File: src/rtl/tnp_pkg.sv
package tnp_pkg;
  localparam int unsigned NIB_W = 4;
  typedef logic [NIB_W-1:0] nib_t;
  localparam nib_t IDLE_NIB = '0;
endpackage

File: src/rtl/tnp_opnd_ser.sv
module tnp_opnd_ser
  import tnp_pkg::*;
#(
  parameter int unsigned WORD_W = 32
) (
  input  logic              clk_i,
  input  logic              rst_ni,
  input  logic              req_i,
  input  logic              cap_en_i,
  input  logic [WORD_W-1:0] data_i,
  output logic              vld_o,
  output nib_t              nib_o
);
  localparam int unsigned NIBS  = WORD_W / NIB_W;
  localparam int unsigned CNT_W = $clog2(NIBS + 1);

  logic [WORD_W-1:0] sh_q;
  logic [CNT_W-1:0]  left_q;
  logic              accept;

  assign accept = req_i && cap_en_i && (left_q == '0);

  always_ff @(posedge clk_i or negedge rst_ni) begin
    if (!rst_ni) begin
      sh_q   <= '0;
      left_q <= '0;
    end else if (accept) begin
      sh_q   <= data_i;
      left_q <= CNT_W'(NIBS);
    end else if (left_q != '0) begin
      sh_q   <= sh_q >> NIB_W;
      left_q <= left_q - 1'b1;
    end
  end

  assign vld_o = (left_q != '0);
  assign nib_o = sh_q[NIB_W-1:0];

  // a busy serializer only counts down
  a_r9_no_reload: assert property (@(posedge clk_i) disable iff (!rst_ni)
    (left_q > CNT_W'(1)) |=> (left_q == $past(left_q) - 1'b1));
  // disabled capture starts nothing
  a_r8_cap_gate: assert property (@(posedge clk_i) disable iff (!rst_ni)
    (!cap_en_i && left_q == '0) |=> !vld_o);
endmodule

File: src/rtl/tnp_nib_fifo.sv
module tnp_nib_fifo
  import tnp_pkg::*;
#(
  parameter int unsigned DEPTH = 16  // power of two, >= 2
) (
  input  logic clk_i,
  input  logic rst_ni,
  input  logic a_vld_i,
  input  nib_t a_nib_i,
  input  logic b_vld_i,
  input  nib_t b_nib_i,
  input  logic pop_i,
  output nib_t head0_o,
  output nib_t head1_o,
  output logic have0_o,
  output logic have1_o,
  output logic ovf_o
);
  localparam int unsigned PTR_W = $clog2(DEPTH);
  localparam int unsigned CNT_W = $clog2(DEPTH + 1);
  localparam int unsigned SUM_W = CNT_W + 1;

  nib_t             mem_q [DEPTH];
  logic [PTR_W-1:0] rd_q, wr_q;
  logic [CNT_W-1:0] cnt_q;
  logic             ovf_q;

  logic [1:0]       pop_n, req_n, acc_n;
  logic [SUM_W-1:0] avail;
  logic             drop;
  nib_t             first;

  always_comb begin
    pop_n = '0;
    if (pop_i) pop_n = (cnt_q >= CNT_W'(2)) ? 2'd2 : 2'(cnt_q);
    req_n = 2'(a_vld_i) + 2'(b_vld_i);
    first = a_vld_i ? a_nib_i : b_nib_i;
    avail = SUM_W'(DEPTH) - SUM_W'(cnt_q) + SUM_W'(pop_n);
    drop  = SUM_W'(req_n) > avail;
    acc_n = drop ? 2'(avail) : req_n;
  end

  always_ff @(posedge clk_i) begin
    if (acc_n != 2'd0) mem_q[wr_q] <= first;
    if (acc_n == 2'd2) mem_q[wr_q + PTR_W'(1)] <= b_nib_i;
  end

  always_ff @(posedge clk_i or negedge rst_ni) begin
    if (!rst_ni) begin
      rd_q  <= '0;
      wr_q  <= '0;
      cnt_q <= '0;
      ovf_q <= 1'b0;
    end else begin
      rd_q  <= rd_q + PTR_W'(pop_n);
      wr_q  <= wr_q + PTR_W'(acc_n);
      cnt_q <= cnt_q - CNT_W'(pop_n) + CNT_W'(acc_n);
      ovf_q <= ovf_q | drop;
    end
  end

  assign head0_o = mem_q[rd_q];
  assign head1_o = mem_q[rd_q + PTR_W'(1)];
  assign have0_o = (cnt_q != '0);
  assign have1_o = (cnt_q >= CNT_W'(2));
  assign ovf_o   = ovf_q;

  a_r11_cnt_bound: assert property (@(posedge clk_i) disable iff (!rst_ni)
    cnt_q <= CNT_W'(DEPTH));
  a_r11_ovf_sticky: assert property (@(posedge clk_i) disable iff (!rst_ni)
    ovf_q |=> ovf_q);
  a_r11_drop_flags: assert property (@(posedge clk_i) disable iff (!rst_ni)
    (a_vld_i && b_vld_i && !pop_i && cnt_q == CNT_W'(DEPTH)) |=> ovf_q);
  // occupancy falls only at a pair boundary
  a_r3_pop_boundary: assert property (@(posedge clk_i) disable iff (!rst_ni)
    !pop_i |=> (cnt_q >= $past(cnt_q)));
endmodule

File: src/rtl/tnp_pair_out.sv
module tnp_pair_out
  import tnp_pkg::*;
(
  input  logic       clk_i,
  input  logic       rst_ni,
  input  logic       have0_i,
  input  logic       have1_i,
  input  nib_t       head0_i,
  input  nib_t       head1_i,
  output logic       pop_o,
  output logic [7:0] pair_o,
  output logic       tclk_o
);
  logic       ph_q;
  logic [7:0] pair_q;

  always_ff @(posedge clk_i or negedge rst_ni) begin
    if (!rst_ni) begin
      ph_q   <= 1'b0;
      pair_q <= '0;
    end else begin
      ph_q <= ~ph_q;
      if (ph_q) pair_q <= {have0_i ? head0_i : IDLE_NIB,
                           have1_i ? head1_i : IDLE_NIB};
    end
  end

  // pop on the edge where the trace clock falls
  assign pop_o  = ph_q;
  assign pair_o = pair_q;
  assign tclk_o = ph_q;

  a_r3_hold_rise: assert property (@(posedge clk_i) disable iff (!rst_ni)
    !ph_q |=> $stable(pair_q));
  a_r6_idle_empty: assert property (@(posedge clk_i) disable iff (!rst_ni)
    (ph_q && !have0_i) |=> (pair_q == 8'h00));
  a_r6_idle_low: assert property (@(posedge clk_i) disable iff (!rst_ni)
    (ph_q && !have1_i) |=> (pair_q[3:0] == IDLE_NIB));
endmodule

File: src/rtl/trace_nibble_packer.sv
module trace_nibble_packer
  import tnp_pkg::*;
#(
  parameter int unsigned FIFO_DEPTH = 16,
  parameter int unsigned WORD_W     = 32
) (
  input  logic              clk_i,
  input  logic              rst_ni,
  input  logic              st_vld_i,
  input  logic [3:0]        st_nib_i,
  input  logic              cap_en_i,
  input  logic              wd_req_i,
  input  logic [WORD_W-1:0] wd_data_i,
  output logic [7:0]        pair_o,
  output logic              tclk_o,
  output logic              ovf_o
);
  logic op_vld;
  nib_t op_nib;
  logic pop, have0, have1;
  nib_t head0, head1;

  tnp_opnd_ser #(.WORD_W(WORD_W)) u_ser (
    .clk_i(clk_i), .rst_ni(rst_ni), .req_i(wd_req_i), .cap_en_i(cap_en_i),
    .data_i(wd_data_i), .vld_o(op_vld), .nib_o(op_nib)
  );

  // status is port a: earlier than a same-edge operand nibble
  tnp_nib_fifo #(.DEPTH(FIFO_DEPTH)) u_fifo (
    .clk_i(clk_i), .rst_ni(rst_ni),
    .a_vld_i(st_vld_i), .a_nib_i(st_nib_i),
    .b_vld_i(op_vld), .b_nib_i(op_nib),
    .pop_i(pop), .head0_o(head0), .head1_o(head1),
    .have0_o(have0), .have1_o(have1), .ovf_o(ovf_o)
  );

  tnp_pair_out u_out (
    .clk_i(clk_i), .rst_ni(rst_ni), .have0_i(have0), .have1_i(have1),
    .head0_i(head0), .head1_i(head1), .pop_o(pop),
    .pair_o(pair_o), .tclk_o(tclk_o)
  );
endmodule

File: config.mk
export PLATFORM = sky130hd
export DESIGN_NAME = trace_nibble_packer
export DESIGN_NICKNAME = d
export VERILOG_FILES = /design/src/rtl/tnp_pkg.sv /design/src/rtl/tnp_opnd_ser.sv /design/src/rtl/tnp_nib_fifo.sv /design/src/rtl/tnp_pair_out.sv /design/src/rtl/trace_nibble_packer.sv
export SDC_FILE = /design/constraint.sdc
export NUM_CORES = 1
export LEC_CHECK = 0
export ABC_AREA = 0
export BUFFER_PORTS_ARGS = -buffer_cell sky130_fd_sc_hd__buf_2
export CAP_MARGIN = 20
export CORE_UTILIZATION = 55
export CTS_BUF_LIST = sky130_fd_sc_hd__clkbuf_2
export DETAILED_ROUTE_END_ITERATION = 12
export HOLD_SLACK_MARGIN = 0.02
export PLACE_DENSITY = 0.84
export SLEW_MARGIN = 10
export SYNTH_ARGS = -nofsm -noshare
export SYNTH_HDL_FRONTEND = slang
export SYNTH_SLANG_ARGS = --single-unit
export TNS_END_PERCENT = 1
File: constraint.sdc
create_clock -name clk_i -period 5.55 [get_ports clk_i]
set_clock_uncertainty 0.15 [all_clocks]
set_input_delay 0.8325 -clock clk_i [delete_from_list [all_inputs] [get_ports clk_i]]
set_output_delay 0.8325 -clock clk_i [all_outputs]
set_load 0.05 [all_outputs]
### After elaboration in Yosys (flattened, before gate mapping)

Memory sizes are Yosys's and may differ from the RTL's.
Index checks and enable logic that the tools add are counted.

| word-level totals | value |
|---|---|
| register bits after elaboration | 59 |
| bits in writable memories | 64 |
| output and inout bits | 10 |
| input port bits | 41 |
| word-level logic and storage cells | 45 |
| memories kept | 1 |

Memories:

| name | words | width | rd ports | clocked after Yosys merged registers in | write ports | line | RTL |
|---|---|---|---|---|---|---|---|
| u_fifo.mem_q | 16 | 4 | 2 | 0 | 2 | tnp_nib_fifo.sv:23 | `nib_t mem_q [DEPTH];` |

| cells by class | value |
|---|---|
| bitwise gates (word level) | 2 |
| add/sub/neg operators | 10 |
| reduce and logical (&&, ||, !) cells | 7 |
| mux-type cells | 14 |
| order comparisons | 2 |
| equality and inequality tests | 1 |

Operators with widths:

| kind | number |
|---|---|
| 32-bit 2-to-1 mux | 2 |
| 4-bit 2-to-1 mux | 5 |
| 4-bit by 1-bit adder with 4-bit output, second input constant | 2 |
| 4-bit by 2-bit adder with 4-bit output | 2 |
| 6-bit by 2-bit adder with 6-bit output | 1 |
| 2-bit by 6-bit > comparator with 1-bit output | 1 |
| 2-bit 2-to-1 mux | 3 |
| 5-bit by 5-bit subtractor with 6-bit output, first input constant | 1 |
| 5-bit by 2-bit adder with 5-bit output | 1 |
| 5-bit by 2-bit >= comparator with 1-bit output, second input constant | 1 |
| 5-bit nonzero test | 1 |
| 5-bit by 2-bit subtractor with 5-bit output | 1 |
| 4-bit zero test | 1 |
| 1-bit 2-to-1 mux | 4 |
| 2-bit nonzero test | 2 |
| 4-bit nonzero test | 1 |
| 4-bit by 1-bit subtractor with 4-bit output, second input constant | 1 |
| 1-bit by 1-bit adder with 2-bit output | 1 |
| 2-bit == test, second input constant | 1 |
| 1-bit logical AND | 2 |
| 1-bit inverter | 1 |
| 1-bit OR | 1 |

### Depth between registers and ports, before layout

Gate-level depths: netlist (run 1).

| depth | value |
|---|---|
| depth in word-level cells | 9 |
| mapped depth | 24 |
| gate-level depth less buffers | 23 |

### Hierarchy

A second synthesis (run 1) with hierarchy kept.

| unflattened totals | value |
|---|---|
| cell total of the unflattened synthesis | 637 |
| area total of the unflattened synthesis | 7328.3 um^2 |

Modules (own cells, without submodules):

| module | sequential area each (um^2) | area an instance (um^2) | cells each | instances |
|---|---|---|---|---|
| tnp_nib_fifo | 2272.2 | 5265.0 | 405 | 1 |
| tnp_opnd_ser | 900.9 | 1654.1 | 195 | 1 |
| tnp_pair_out | 225.2 | 409.1 | 37 | 1 |

### Worst setup path before layout (run 1)

No wires, ideal clock.

| path | value |
|---|---|
| path kind | register to register |
| from | reg u_fifo.cnt_q[3] |
| to | reg u_fifo.cnt_q[4] |
| cell stages (with the launch flop) | 24 |
| buffers on the path | 1 |
| period minus slack after synthesis | 4.961 ns |
| setup time | 0.125 ns |
| required time | 5.275 ns |
| data arrival time | 4.686 ns |
| setup slack | 0.589 ns |
| cell sequence | dfrtp_1 > inv_1 > ha_1 > a21oi_1 > nand2_1 > nand2_1 > inv_1 > fa_1 > inv_1 > ha_1 > nand2_1 > o21ai_0 > a211o_1 > nor2_2 > buf_4 > mux2_1 > fa_1 > inv_1 > fa_1 > inv_1 > a21oi_1 > nor2_1 > nor2_1 > xor2_1 |

| on the way | value |
|---|---|
| word-level cells in the longest chain between the ends | 7 |
| elaborated cells between the ends (all ways) | 9 |
| classes of those cells | add/sub: 4; order compare: 2; mux: 3 |

Ends and longest elaborated chain:

| item | line | RTL |
|---|---|---|
| start, declared | tnp_nib_fifo.sv:25 | `logic [CNT_W-1:0] cnt_q;` |
| start signal, assigned | tnp_nib_fifo.sv:57 | `cnt_q <= cnt_q - CNT_W'(pop_n) + CNT_W'(acc_n);` |
| 5-bit by 2-bit >= comparator with 1-bit output | tnp_nib_fifo.sv:35 | `if (pop_i) pop_n = (cnt_q >= CNT_W'(2)) ? 2'd2 : 2'(cnt_q);` |
| 2-bit 2-to-1 mux (2 in a row) | tnp_nib_fifo.sv:35 |  |
| 6-bit by 2-bit adder with 6-bit output | tnp_nib_fifo.sv:38 | `avail = SUM_W'(DEPTH) - SUM_W'(cnt_q) + SUM_W'(pop_n);` |
| 2-bit by 6-bit > comparator with 1-bit output | tnp_nib_fifo.sv:39 | `drop = SUM_W'(req_n) > avail;` |
| 2-bit 2-to-1 mux | tnp_nib_fifo.sv:40 | `acc_n = drop ? 2'(avail) : req_n;` |
| 5-bit by 2-bit adder with 5-bit output (*) | tnp_nib_fifo.sv:57 |  |

Every way passes the cells marked *; elsewhere a longest branch is shown, timed or not.
A chain may end at the register's enable or synchronous reset.

### Worst setup path after layout (run 1)

Same ends and word-level chain as after synthesis.

==> Flow_metrics.wiki, run 1 <==
{| class="wikitable"
! Metric !! Value
|-
| Crit path kind || reg2reg
|-
| Max_slew headroom || 32.99%
|-
| Fraction of the core area covered by cells at the end of the flow || 61.97%
|-
| ANT nets after route || 0
|-
| Number of distinct library cells after synthesis || 48
|-
| Standard-cell row count || 41
|-
| Avg Synthesized Cell Area || 12.28 µm²
|-
| Routed WL || 16.30 mm
|-
| Maximum number of pins on one net before global-route repair || 63
|-
| TritonCTS clock tree || done
|-
| Data arrival time at the worst-slack endpoint || 5.54 ns
|-
| Sequential-to-total area share from yosys stat || 46.59%
|-
| Crit end category || flop
|-
| Clock Latency Late Sink || 0.75 ns
|-
| Portion of the clock cycle consumed by the worst path in the final layout || 90.84%
|-
| Crit path time final || 5.041 ns
|-
| Worst setup slack before clock tree synthesis || 0.5554 ns
|-
| Filler Cells Inserted || 937
|-
| Highest clock rate || 198.4 MHz
|-
| All-Layer GR Usage || 26.08%
|-
| Number of global-route vias before repair || 5,205
|-
| Cell at the root of the clock tree || clkbuf_2
|-
| Cell with the most instances on the worst path || inv_1
|-
| Worst path depth || 22
|-
| Post-cts hold buffer count || 0
|-
| Worst path top cell family by delay || adder cells
|-
| Number of instances in the synthesized netlist || 594
|-
| Max H-tree Level || 4
|-
| Max capacitance violation total || 0
|-
| Synthesized Nets || 661
|-
| Critical path, cell by cell || inv_1 -> ha_1 -> a21oi_1 -> nand2_1 -> nand2_1 -> inv_1 -> fa_1 -> inv_1 -> ha_1 -> nand2_1 -> o21ai_0 -> a211o_1 -> nor2_2 -> mux2_1 -> fa_1 -> inv_1 -> fa_1 -> inv_1 -> a21oi_1 -> nor2_1 -> nor2_1 -> xor2_1
|-
| Floorplan die area || 13,730 µm²
|-
| Worst setup margin || 0.5086 ns
|-
| Combined buffer and inverter count along the critical path || 5
|-
| Internal power of the cells || 2514 µW
|-
| Flip-flop cell with the highest count after synthesis || edfxtp_1
|-
| Area of the placeable core || 12,770 µm²
|-
| Last weighted congestion value of the routability-driven placer || 0.8824
|-
| Sequential Power Share || 33.5%
|-
| Global-route wire length before repair || 26.29 mm
|-
| Via-to-Cell Ratio || 6.182
|-
| Share of total power in the clock network || 13.7%
|-
| Leakage power summed over all cells || 0.003266 µW
|-
| Gates resized, CTS repair || 0
|-
| Commonest cells after routing, fill and taps aside || edfxtp_1, dfrtp_1, nand2_1
|-
| Worst-Margin Slew || 1.005 ns
|-
| Result of the run || complete, no violations
|-
| Type of the tightest min-delay check || in2async
|-
| Worst Path Required || 6.05 ns
|-
| Cell area after synthesis || 7293 µm²
|-
| Share of flip-flops with an asynchronous set or reset after synthesis || 47.97%
|-
| Number of standard cells in the layout, taps in and fillers out || 817
|-
| Cell count after placement || 784
|-
| Final setup TNS || 0 ns
|-
| Share of total power in combinational logic || 52.8%
|-
| Switching Fraction || 44.07%
|-
| Number of setup violations in the final report || 0
|-
| Power Dens Cells || 567.7 nW/µm²
|-
| Total number of nets in the final design || 699
|-
| Initial antenna violation count || 0
|-
| Peak supply drop || 0.2756 mV
|-
| Die boundary height || 117.2 µm
|-
| Drt initial violations || 553
|-
| Clk slew on worst S/H paths || 0.19 ns
|-
| Number of antenna repair diodes || 0
|-
| Switching pwr || 1981 µW
|-
| Hold Vio Cnt, Final || 0
|-
| Detailed-route via count || 5,051
|-
| CTS max path bufs || 2
|-
| Cell with the largest stage delay on the worst path || fa_1
|-
| Biggest cell delay along the critical path || 0.57 ns
|-
| Total of flip-flops plus latches after synthesis || 123
|-
| Number of DRC violations after detailed routing || 0
|-
| Count of pins over their slew limit || 0
|-
| Detailed Routing Iterations Pass 1 || 6
|-
| DIE WIDTH || 117.2 µm
|-
| Most frequent standard cell in the layout excluding fill and tap cells || edfxtp_1
|-
| Initial Utilization || 57.10%
|-
| Peak fanout along the critical path || 6
|-
| Number of synthesis warnings || 0
|-
| Startpoint class of the critical path || flop
|-
| Count of flip-flops with a built-in enable after synthesis || 64
|-
| Number of cells on the worst reg-to-reg path || 22
|-
| Count of input and output buffers || 50
|-
| Share of layout cells above drive strength 1 || 25.43%
|-
| Routed len/inst || 19.95 µm
|-
| Half-perimeter wire length after placement || 11.78 mm
|-
| TritonCTS Sinks || 123
|-
| Unrepaired setup endpoints after global routing || no
|-
| Synthesis-to-layout area growth || 8.543%
|-
| # Post-CTS Setup Buffers || 0
|-
| TritonCTS buffer count || 17
|-
| Total global routing overflow || 0
|-
| IO Count || 51
|}
==> cell families (layout without fill, tap and decap cells) <==
family / after synthesis / in the layout / synth area share [%]
AND/OR/NAND/NOR: 117 / 117 / 7.291
XOR/XNOR: 9 / 9 / 1.081
AO/OA/AOI/OAI: 109 / 109 / 9.659
flip-flops: 123 / 123 / 46.59
adder cells (fa/ha/maj): 26 / 26 / 4.975
buffers and inverters: 70 / 121 / 3.740
multiplexers: 140 / 140 / 26.66
==> registers in the layout, summed over array words and instances (netlist names) <==
signal        count
u_fifo.mem_q     64
u_ser.sh_q       32
u_out.pair_o      8
u_fifo.cnt_q      5
u_fifo.rd_q       4
u_fifo.wr_q       4
u_ser.left_q      4
u_fifo.ovf_o      1
u_out.pop_o       1
==> cell type report <==
type / instances / area (µm²) / share of cell area, %
Multi-Input combinational cell: 401 / 3625 / 45.79
Sequential cell: 123 / 3398 / 42.93
Timing Repair Buffer: 56 / 295.3 / 3.730
Tap cell: 172 / 215.2 / 2.719
Clock inverter: 15 / 173.9 / 2.197
Inverter: 33 / 123.9 / 1.565
Clock buffer: 17 / 85.08 / 1.075
==> synthesized netlist by cell type (2+ instances only) <==
cell | count | area [µm²]
nor3_1 | 11 | 55.05
nor2_1 | 20 | 75.07
a21oi_1 | 29 | 145.1
edfxtp_1 | 64 | 1922
mux4_2 | 36 | 810.8
a31oi_1 | 6 | 37.54
nand2_1 | 53 | 198.9
nor2b_1 | 9 | 56.30
a22o_1 | 4 | 35.03
o31ai_1 | 7 | 52.55
ha_1 | 21 | 262.8
clkbuf_1 | 30 | 112.6
buf_2 | 5 | 25.02
inv_1 | 30 | 112.6
mux2i_1 | 32 | 320.3
a21o_1 | 3 | 22.52
mux2_1 | 44 | 495.5
nand4_1 | 2 | 12.51
a211oi_1 | 5 | 37.54
inv_2 | 2 | 7.510
dfrtp_1 | 59 | 1476
xnor2_1 | 6 | 52.55
nand2b_1 | 5 | 31.28
fa_1 | 5 | 100.1
o21ai_0 | 34 | 170.2
nand3_1 | 10 | 50.05
o21ai_1 | 6 | 30.03
a31oi_2 | 4 | 50.05
o2bb2ai_1 | 4 | 35.03
mux2_2 | 27 | 304.0
or2_1 | 2 | 12.51
xor2_1 | 3 | 26.28
==> power by group through the flow <==
stage                     Sequential (µW)  Combinational, µW  Clock (µW)
after floorplan                      1480               1820           0
after global placement               1500               2240           0
after detailed placement             1520               2350           0
after CTS                            1500               2360         622
after global routing                 1530               2600         659
final                                1510               2370         615
==> stage by stage <==
step                      hold WS, ns  total power [µW]  cell area [µm²]
final                         0.05057              4494             7916
after global routing          0.06968              4798             7916
after CTS                     0.05718              4486             7909
after detailed placement       0.3007              3871             7650
after global placement         0.2988              3735             7650
after floorplan                0.2996              3306             7293
==> worst reg2reg max path, delay by kind of cell, from the launching register on <==
kind | cells | cell delay (ns)
AO/OA/AOI/OAI | 4 | 0.70
XOR/XNOR | 1 | 0.13
adder cells (fa/ha/maj) | 5 | 2.11
buffers and inverters | 5 | 0.47
flip-flops | 1 | 0.40
multiplexers | 1 | 0.38
AND/OR/NAND/NOR | 6 | 0.59
==> metal layers <==
layer	wire [µm]	vias to the layer above	global-route usage (%)
met1	6326	2474	31.06
met5	0	-	0
met3	1294	50	7.673
met2	8210	230	44.31
li1	-	2297	-
met4	471	0	10.89
==> final timing paths <==
kind | to | start | slack [ns]
worst min-delay path | u_out.pair_o[5] | rst_ni | 0.05
worst max register to register | u_fifo.cnt_q[4] | u_fifo.cnt_q[3] | 0.51
worst min register to register | u_fifo.ovf_o | u_fifo.ovf_o | 0.34
max in group asynchronous | u_fifo.ovf_o | rst_ni | 4.69
min in group clk_i | u_ser.sh_q[30] | wd_data_i[30] | 0.17
worst max-delay path | u_fifo.cnt_q[4] | u_fifo.cnt_q[3] | 0.51
(Power assumes the default switching activity.)
==> run 2, diff against run 1 <==
--- a/config.mk
+++ b/config.mk
@@ -7,7 +7,8 @@
 export LEC_CHECK = 0
 export ABC_AREA = 0
 export BUFFER_PORTS_ARGS = -buffer_cell sky130_fd_sc_hd__buf_2
-export CAP_MARGIN = 20
+export CAP_MARGIN = 5
+export CORE_ASPECT_RATIO = 1.25
 export CORE_UTILIZATION = 55
 export CTS_BUF_LIST = sky130_fd_sc_hd__clkbuf_2
 export DETAILED_ROUTE_END_ITERATION = 12
==> run 2 against run 1 <==
Against the previous run:
- total power fell by 0.97%
- combinational power hardly changed
- global-route usage fell by 0.58 points
- final cell count fell by 0.61%
- flip-flop and latch count unchanged
- final area is 0.32% lower
- register-to-register slack worse by 0.05 ns
- critical path depth is the same
- largest power group unchanged
- highest routed layer unchanged
==> Flow_metrics.wiki, run 2 (synthesis results as in run 1) <==
{| class="wikitable"
! Metric !! Value
|-
| Leakage power summed over all cells || 0.003269 µW
|-
| ANT nets after route || 0
|-
| Peak supply drop || 0.2686 mV
|-
| Max capacitance violation total || 0
|-
| Type of the tightest min-delay check || in2async
|-
| Via-to-Cell Ratio || 6.174
|-
| Area of the placeable core || 12,830 µm²
|-
| TritonCTS clock tree || done
|-
| Worst setup slack before clock tree synthesis || 0.5139 ns
|-
| Number of DRC violations after detailed routing || 0
|-
| Combined buffer and inverter count along the critical path || 5
|-
| Met2 global-route usage || 47.68%
|-
| Die boundary height || 130.7 µm
|-
| Worst-Margin Slew || 1.073 ns
|-
| Fraction of the core area covered by cells at the end of the flow || 61.48%
|-
| Max H-tree Level || 4
|-
| # Post-CTS Setup Buffers || 0
|-
| Last weighted congestion value of the routability-driven placer || 0.9099
|-
| Crit path kind || reg2reg
|-
| Crit path time final || 5.090 ns
|-
| TritonCTS buffer count || 17
|-
| PnR Total Power || 4451 µW
|-
| Cell with the largest stage delay on the worst path || fa_1
|-
| Portion of the clock cycle consumed by the worst path in the final layout || 91.72%
|-
| Unrepaired setup endpoints after global routing || no
|-
| Max_slew headroom || 27.97%
|-
| Detailed Routing Iterations Pass 1 || 7
|-
| DIE WIDTH || 105.0 µm
|-
| Gates resized, CTS repair || 0
|-
| Synthesis-to-layout area growth || 8.200%
|-
| Share of layout cells above drive strength 1 || 25.31%
|-
| Worst setup margin || 0.4597 ns
|-
| Most frequent standard cell in the layout excluding fill and tap cells || edfxtp_1
|-
| Total global routing overflow || 0
|-
| Initial antenna violation count || 0
|-
| Global-route wire length before repair || 26.72 mm
|-
| Drt initial violations || 414
|-
| Clock Latency Late Sink || 0.66 ns
|-
| Number of global-route vias before repair || 5,181
|-
| All-Layer GR Usage || 25.50%
|-
| TritonCTS Sinks || 123
|-
| Critical path, cell by cell || inv_1 -> ha_1 -> a21oi_1 -> nand2_1 -> nand2_1 -> inv_1 -> fa_1 -> inv_1 -> ha_1 -> nand2_1 -> o21ai_0 -> a211o_1 -> nor2_2 -> mux2_1 -> fa_1 -> inv_1 -> fa_1 -> inv_1 -> a21oi_1 -> nor2_1 -> nor2_1 -> xor2_1
|-
| Post-cts hold buffer count || 0
|-
| Clk slew on worst S/H paths || 0.21 ns
|-
| Count of input and output buffers || 50
|-
| Final setup TNS || 0 ns
|-
| Top reg by flops || u_fifo.mem_q
|-
| Result of the run || complete, no violations
|-
| Hold WS || 0.09977 ns
|-
| Initial Utilization || 56.82%
|-
| Worst Path Required || 5.95 ns
|-
| Startpoint class of the critical path || flop
|-
| IO Count || 51
|-
| Data arrival time at the worst-slack endpoint || 5.49 ns
|-
| Met3 track demand over resource || 5.506%
|-
| Total number of nets in the final design || 698
|-
| Highest clock rate || 196.5 MHz
|-
| Biggest cell delay along the critical path || 0.57 ns
|-
| Half-perimeter wire length after placement || 11.84 mm
|-
| Busiest grt layer || met2
|-
| Worst path top cell family by delay || adder cells
|-
| Number of setup violations in the final report || 0
|-
| Count of pins over their slew limit || 0
|-
| Hold Vio Cnt, Final || 0
|-
| Cell with the most instances on the worst path || inv_1
|-
| Routed WL || 15.99 mm
|-
| Commonest cells after routing, fill and taps aside || edfxtp_1, dfrtp_1, nand2_1
|-
| Crit end category || flop
|-
| Routed len/inst || 19.70 µm
|-
| Power Dens Cells || 564.0 nW/µm²
|-
| Peak fanout along the critical path || 6
|-
| Floorplan die area || 13,730 µm²
|-
| Number of antenna repair diodes || 0
|-
| Detailed-route via count || 5,013
|-
| Met1 Resource Use GR || 27.98%
|-
| Cell at the root of the clock tree || clkbuf_2
|-
| Standard-cell row count || 46
|-
| CTS max path bufs || 2
|-
| Flip-flop count of the largest register, all copies and words added || 64
|-
| Maximum number of pins on one net before global-route repair || 63
|}
run 2: changes by cell type in the layout (fill, tap and decap cells not counted), sizes merged:
| cell | before | now |
|---|---|---|
| buf | 56 | 55 |
| clkbuf | 17 | 19 |
| clkinv | 7 | 8 |
| clkinvlp | 4 | 2 |
| inv | 34 | 33 |
run 2: power by group:
group | internal [µW] | switching (µW) | leakage [µW]
Combinational | 1020 | 1340 | 0.00177
Clock | 251 | 333 | 0.000151
Sequential | 1240 | 266 | 0.00134
Total | 2510 | 1940 | 0.00327
run 2: layout make-up:
cell class | count | area, µm²
inverter | 33 | 123.9
tap | 168 | 210.2
timing repair buffer | 55 | 287.8
fill | 976 | 4943
multi-input combinational | 401 | 3625
clock buffer | 19 | 95.09
sequential | 123 | 3398
clock inverter | 13 | 151.4
run 2: path summary, 6_finish.rpt:
check                                 from         endpoint  slack (ns)  cells after the start
setup / recovery           u_fifo.cnt_q[3]  u_fifo.cnt_q[4]        0.46                     22
hold / removal                      rst_ni  u_out.pair_o[7]         0.1                      2
setup reg to reg           u_fifo.cnt_q[3]  u_fifo.cnt_q[4]        0.46                     22
hold reg to reg               u_fifo.ovf_o     u_fifo.ovf_o        0.35                      1
max in group asynchronous           rst_ni    u_ser.sh_q[3]        4.60                      2
min in group clk_i           wd_data_i[28]   u_ser.sh_q[28]        0.26                      3
run 2: routing by layer:
metal | vias up | routed length (µm)
li1 | 2292 | -
met1 | 2456 | 5753
met2 | 222 | 8714
met3 | 43 | 1010
met4 | 0 | 515
met5 | - | 0
run 2: worst reg2reg max path, delay by kind of cell (launching register included):
kind,cells,cell delay (ns)
adder cells (fa/ha/maj),5,2.12
AO/OA/AOI/OAI,4,0.71
AND/OR/NAND/NOR,6,0.64
buffers and inverters,5,0.47
flip-flops,1,0.39
multiplexers,1,0.39
XOR/XNOR,1,0.14
run 2: metrics by stage:
stage / area, µm² / std cells
floorplan: 7293 / 594
global placement: 7645 / 780
detailed placement: 7645 / 780
CTS: 7891 / 812
global route: 7891 / 812
finish: 7891 / 812
==> run 3, diff against run 2 <==
==> constraint.sdc (replaced) <==
create_clock -name clk_i -period 6 [get_ports clk_i]
set_clock_uncertainty 0.15 [all_clocks]
set_input_delay 0.9 -clock clk_i [delete_from_list [all_inputs] [get_ports clk_i]]
set_output_delay 0.9 -clock clk_i [all_outputs]
set_load 0.05 [all_outputs]
==> run 3 against run 2 <==
Against the previous run:
- via count is 0.48% lower
- setup slack gained 0.46 ns
- flip-flop and latch count stayed put
- highest routed layer unchanged
==> Flow_metrics.wiki, run 3 (synthesis results as in run 1) <==
{| class="wikitable"
! Metric !! Value
|-
| Result of the run || complete, no violations
|-
| Type of the tightest min-delay check || in2async
|-
| Initial antenna violation count || 0
|-
| Count of pins over their slew limit || 0
|-
| Filler Cells Inserted || 984
|-
| Commonest cells after routing, fill and taps aside || edfxtp_1, dfrtp_1, nand2_1
|-
| Crit path time final || 5.085 ns
|-
| DIE WIDTH || 105.0 µm
|-
| Leakage power summed over all cells || 0.003248 µW
|-
| Global-route wire length before repair || 25.99 mm
|-
| Area of the placeable core || 12,830 µm²
|-
| Initial Utilization || 56.82%
|-
| Routed WL || 15.88 mm
|-
| Standard-cell row count || 46
|-
| Count of input and output buffers || 50
|-
| All-Layer GR Usage || 24.85%
|-
| Most frequent standard cell in the layout excluding fill and tap cells || edfxtp_1
|-
| Crit path kind || reg2reg
|-
| Number of antenna repair diodes || 0
|-
| Die boundary height || 130.7 µm
|-
| IO Count || 51
|-
| TritonCTS buffer count || 17
|-
| Power Dens Cells || 519.2 nW/µm²
|-
| Register area || 3398 µm²
|-
| Floorplan die area || 13,730 µm²
|-
| Detailed Routing Iterations Pass 1 || 5
|-
| Unrepaired setup endpoints after global routing || no
|-
| Total global routing overflow || 0
|-
| TritonCTS Sinks || 123
|-
| Clk slew on worst S/H paths || 0.18 ns
|-
| Worst path top cell family by delay || adder cells
|-
| Via-to-Cell Ratio || 6.152
|-
| Highest clock rate || 196.7 MHz
|-
| Data arrival time at the worst-slack endpoint || 5.49 ns
|-
| Biggest cell delay along the critical path || 0.57 ns
|-
| Maximum number of pins on one net before global-route repair || 63
|-
| ANT nets after route || 0
|-
| Number of global-route vias before repair || 5,189
|-
| Synthesis-to-layout area growth || 8.063%
|-
| PnR Total Power || 4092 µW
|-
| Post-cts hold buffer count || 0
|-
| Number of DRC violations after detailed routing || 0
|-
| Cell with the most instances on the worst path || inv_1
|-
| Detailed-route via count || 4,989
|-
| TritonCTS clock tree || done
|-
| Share of layout cells above drive strength 1 || 24.73%
|-
| Clock Latency Late Sink || 0.68 ns
|-
| Total number of nets in the final design || 697
|-
| Peak fanout along the critical path || 6
|-
| Routed len/inst || 19.58 µm
|-
| Drt initial violations || 340
|-
| Half-perimeter wire length after placement || 11.76 mm
|-
| Worst Path Required || 6.41 ns
|-
| Critical path, cell by cell || inv_1 -> ha_1 -> a21oi_1 -> nand2_1 -> nand2_1 -> inv_1 -> fa_1 -> inv_1 -> ha_1 -> nand2_1 -> o21ai_0 -> a211o_1 -> nor2_2 -> mux2_1 -> fa_1 -> inv_1 -> fa_1 -> inv_1 -> a21oi_1 -> nor2_1 -> nor2_1 -> xor2_1
|-
| Internal reg-to-reg setup slack || 0.91 ns
|-
| Worst-Margin Slew || 1.068 ns
|-
| Peak supply drop || 0.2597 mV
|-
| Startpoint class of the critical path || flop
|-
| Top reg by flops || u_fifo.mem_q
|-
| Last weighted congestion value of the routability-driven placer || 0.9320
|-
| Hold Vio Cnt, Final || 0
|-
| Max H-tree Level || 4
|-
| Multi-input gate area in the final layout || 3625 µm²
|-
| Crit end category || flop
|-
| Portion of the clock cycle consumed by the worst path in the final layout || 84.75%
|-
| CTS max path bufs || 2
|-
| Cell at the root of the clock tree || clkbuf_2
|-
| Combined buffer and inverter count along the critical path || 5
|-
| Final setup TNS || 0 ns
|-
| Flip-flop count of the largest register, all copies and words added || 64
|-
| Gates resized, CTS repair || 0
|-
| Cell with the largest stage delay on the worst path || fa_1
|-
| Max_slew headroom || 28.69%
|-
| Max capacitance violation total || 0
|-
| # Post-CTS Setup Buffers || 0
|-
| Number of setup violations in the final report || 0
|}
run 3: layout make-up:
type	count	area share [%]
multi-input combinational	401	45.99
sequential	123	43.12
timing repair buffer	54	3.556
tap	168	2.667
clock inverter	14	1.953
inverter	33	1.572
clock buffer	18	1.143
run 3: worst paths after layout:
kind                                      start              end  depth (start not counted)
worst max-delay path            u_fifo.cnt_q[3]  u_fifo.cnt_q[4]                         22
worst min register to register     u_fifo.ovf_o     u_fifo.ovf_o                          1
min in group clk_i                wd_data_i[30]   u_ser.sh_q[30]                          3
worst max register to register  u_fifo.cnt_q[3]  u_fifo.cnt_q[4]                         22
max in group asynchronous                rst_ni   u_fifo.wr_q[1]                          2
worst min-delay path                     rst_ni  u_out.pair_o[6]                          2
run 3: metrics by stage:
stage	hold WS [ns]	worst slack [ns]	area (µm²)	std cells	utilization, %
6_report	0.1898	0.9150	7881	811	61.41
4_1_cts	0.1833	0.9101	7881	811	61.41
2_1_floorplan	0.2996	1.039	7293	594	-
3_3_place_gp	0.2973	1.272	7637	779	59.50
3_5_place_dp	0.3145	0.9562	7637	779	59.50
5_1_grt	0.1967	0.5765	7881	811	61.41
run 3: power breakdown:
| part | internal (µW) | switching [µW] | total [µW] | leakage, µW |
|---|---|---|---|---|
| Combinational | 925 | 1230 | 2160 | 0.00177 |
| Sequential | 1150 | 249 | 1400 | 0.00134 |
| Clock | 227 | 308 | 534 | 0.000136 |
run 3: routing by layer:
layer	GRT usage, %	up-vias	routed length (µm)
li1	-	2286	-
met1	26.81	2445	5893
met2	46.94	216	8591
met3	5.456	42	941
met4	11.18	0	454
met5	0	-	0
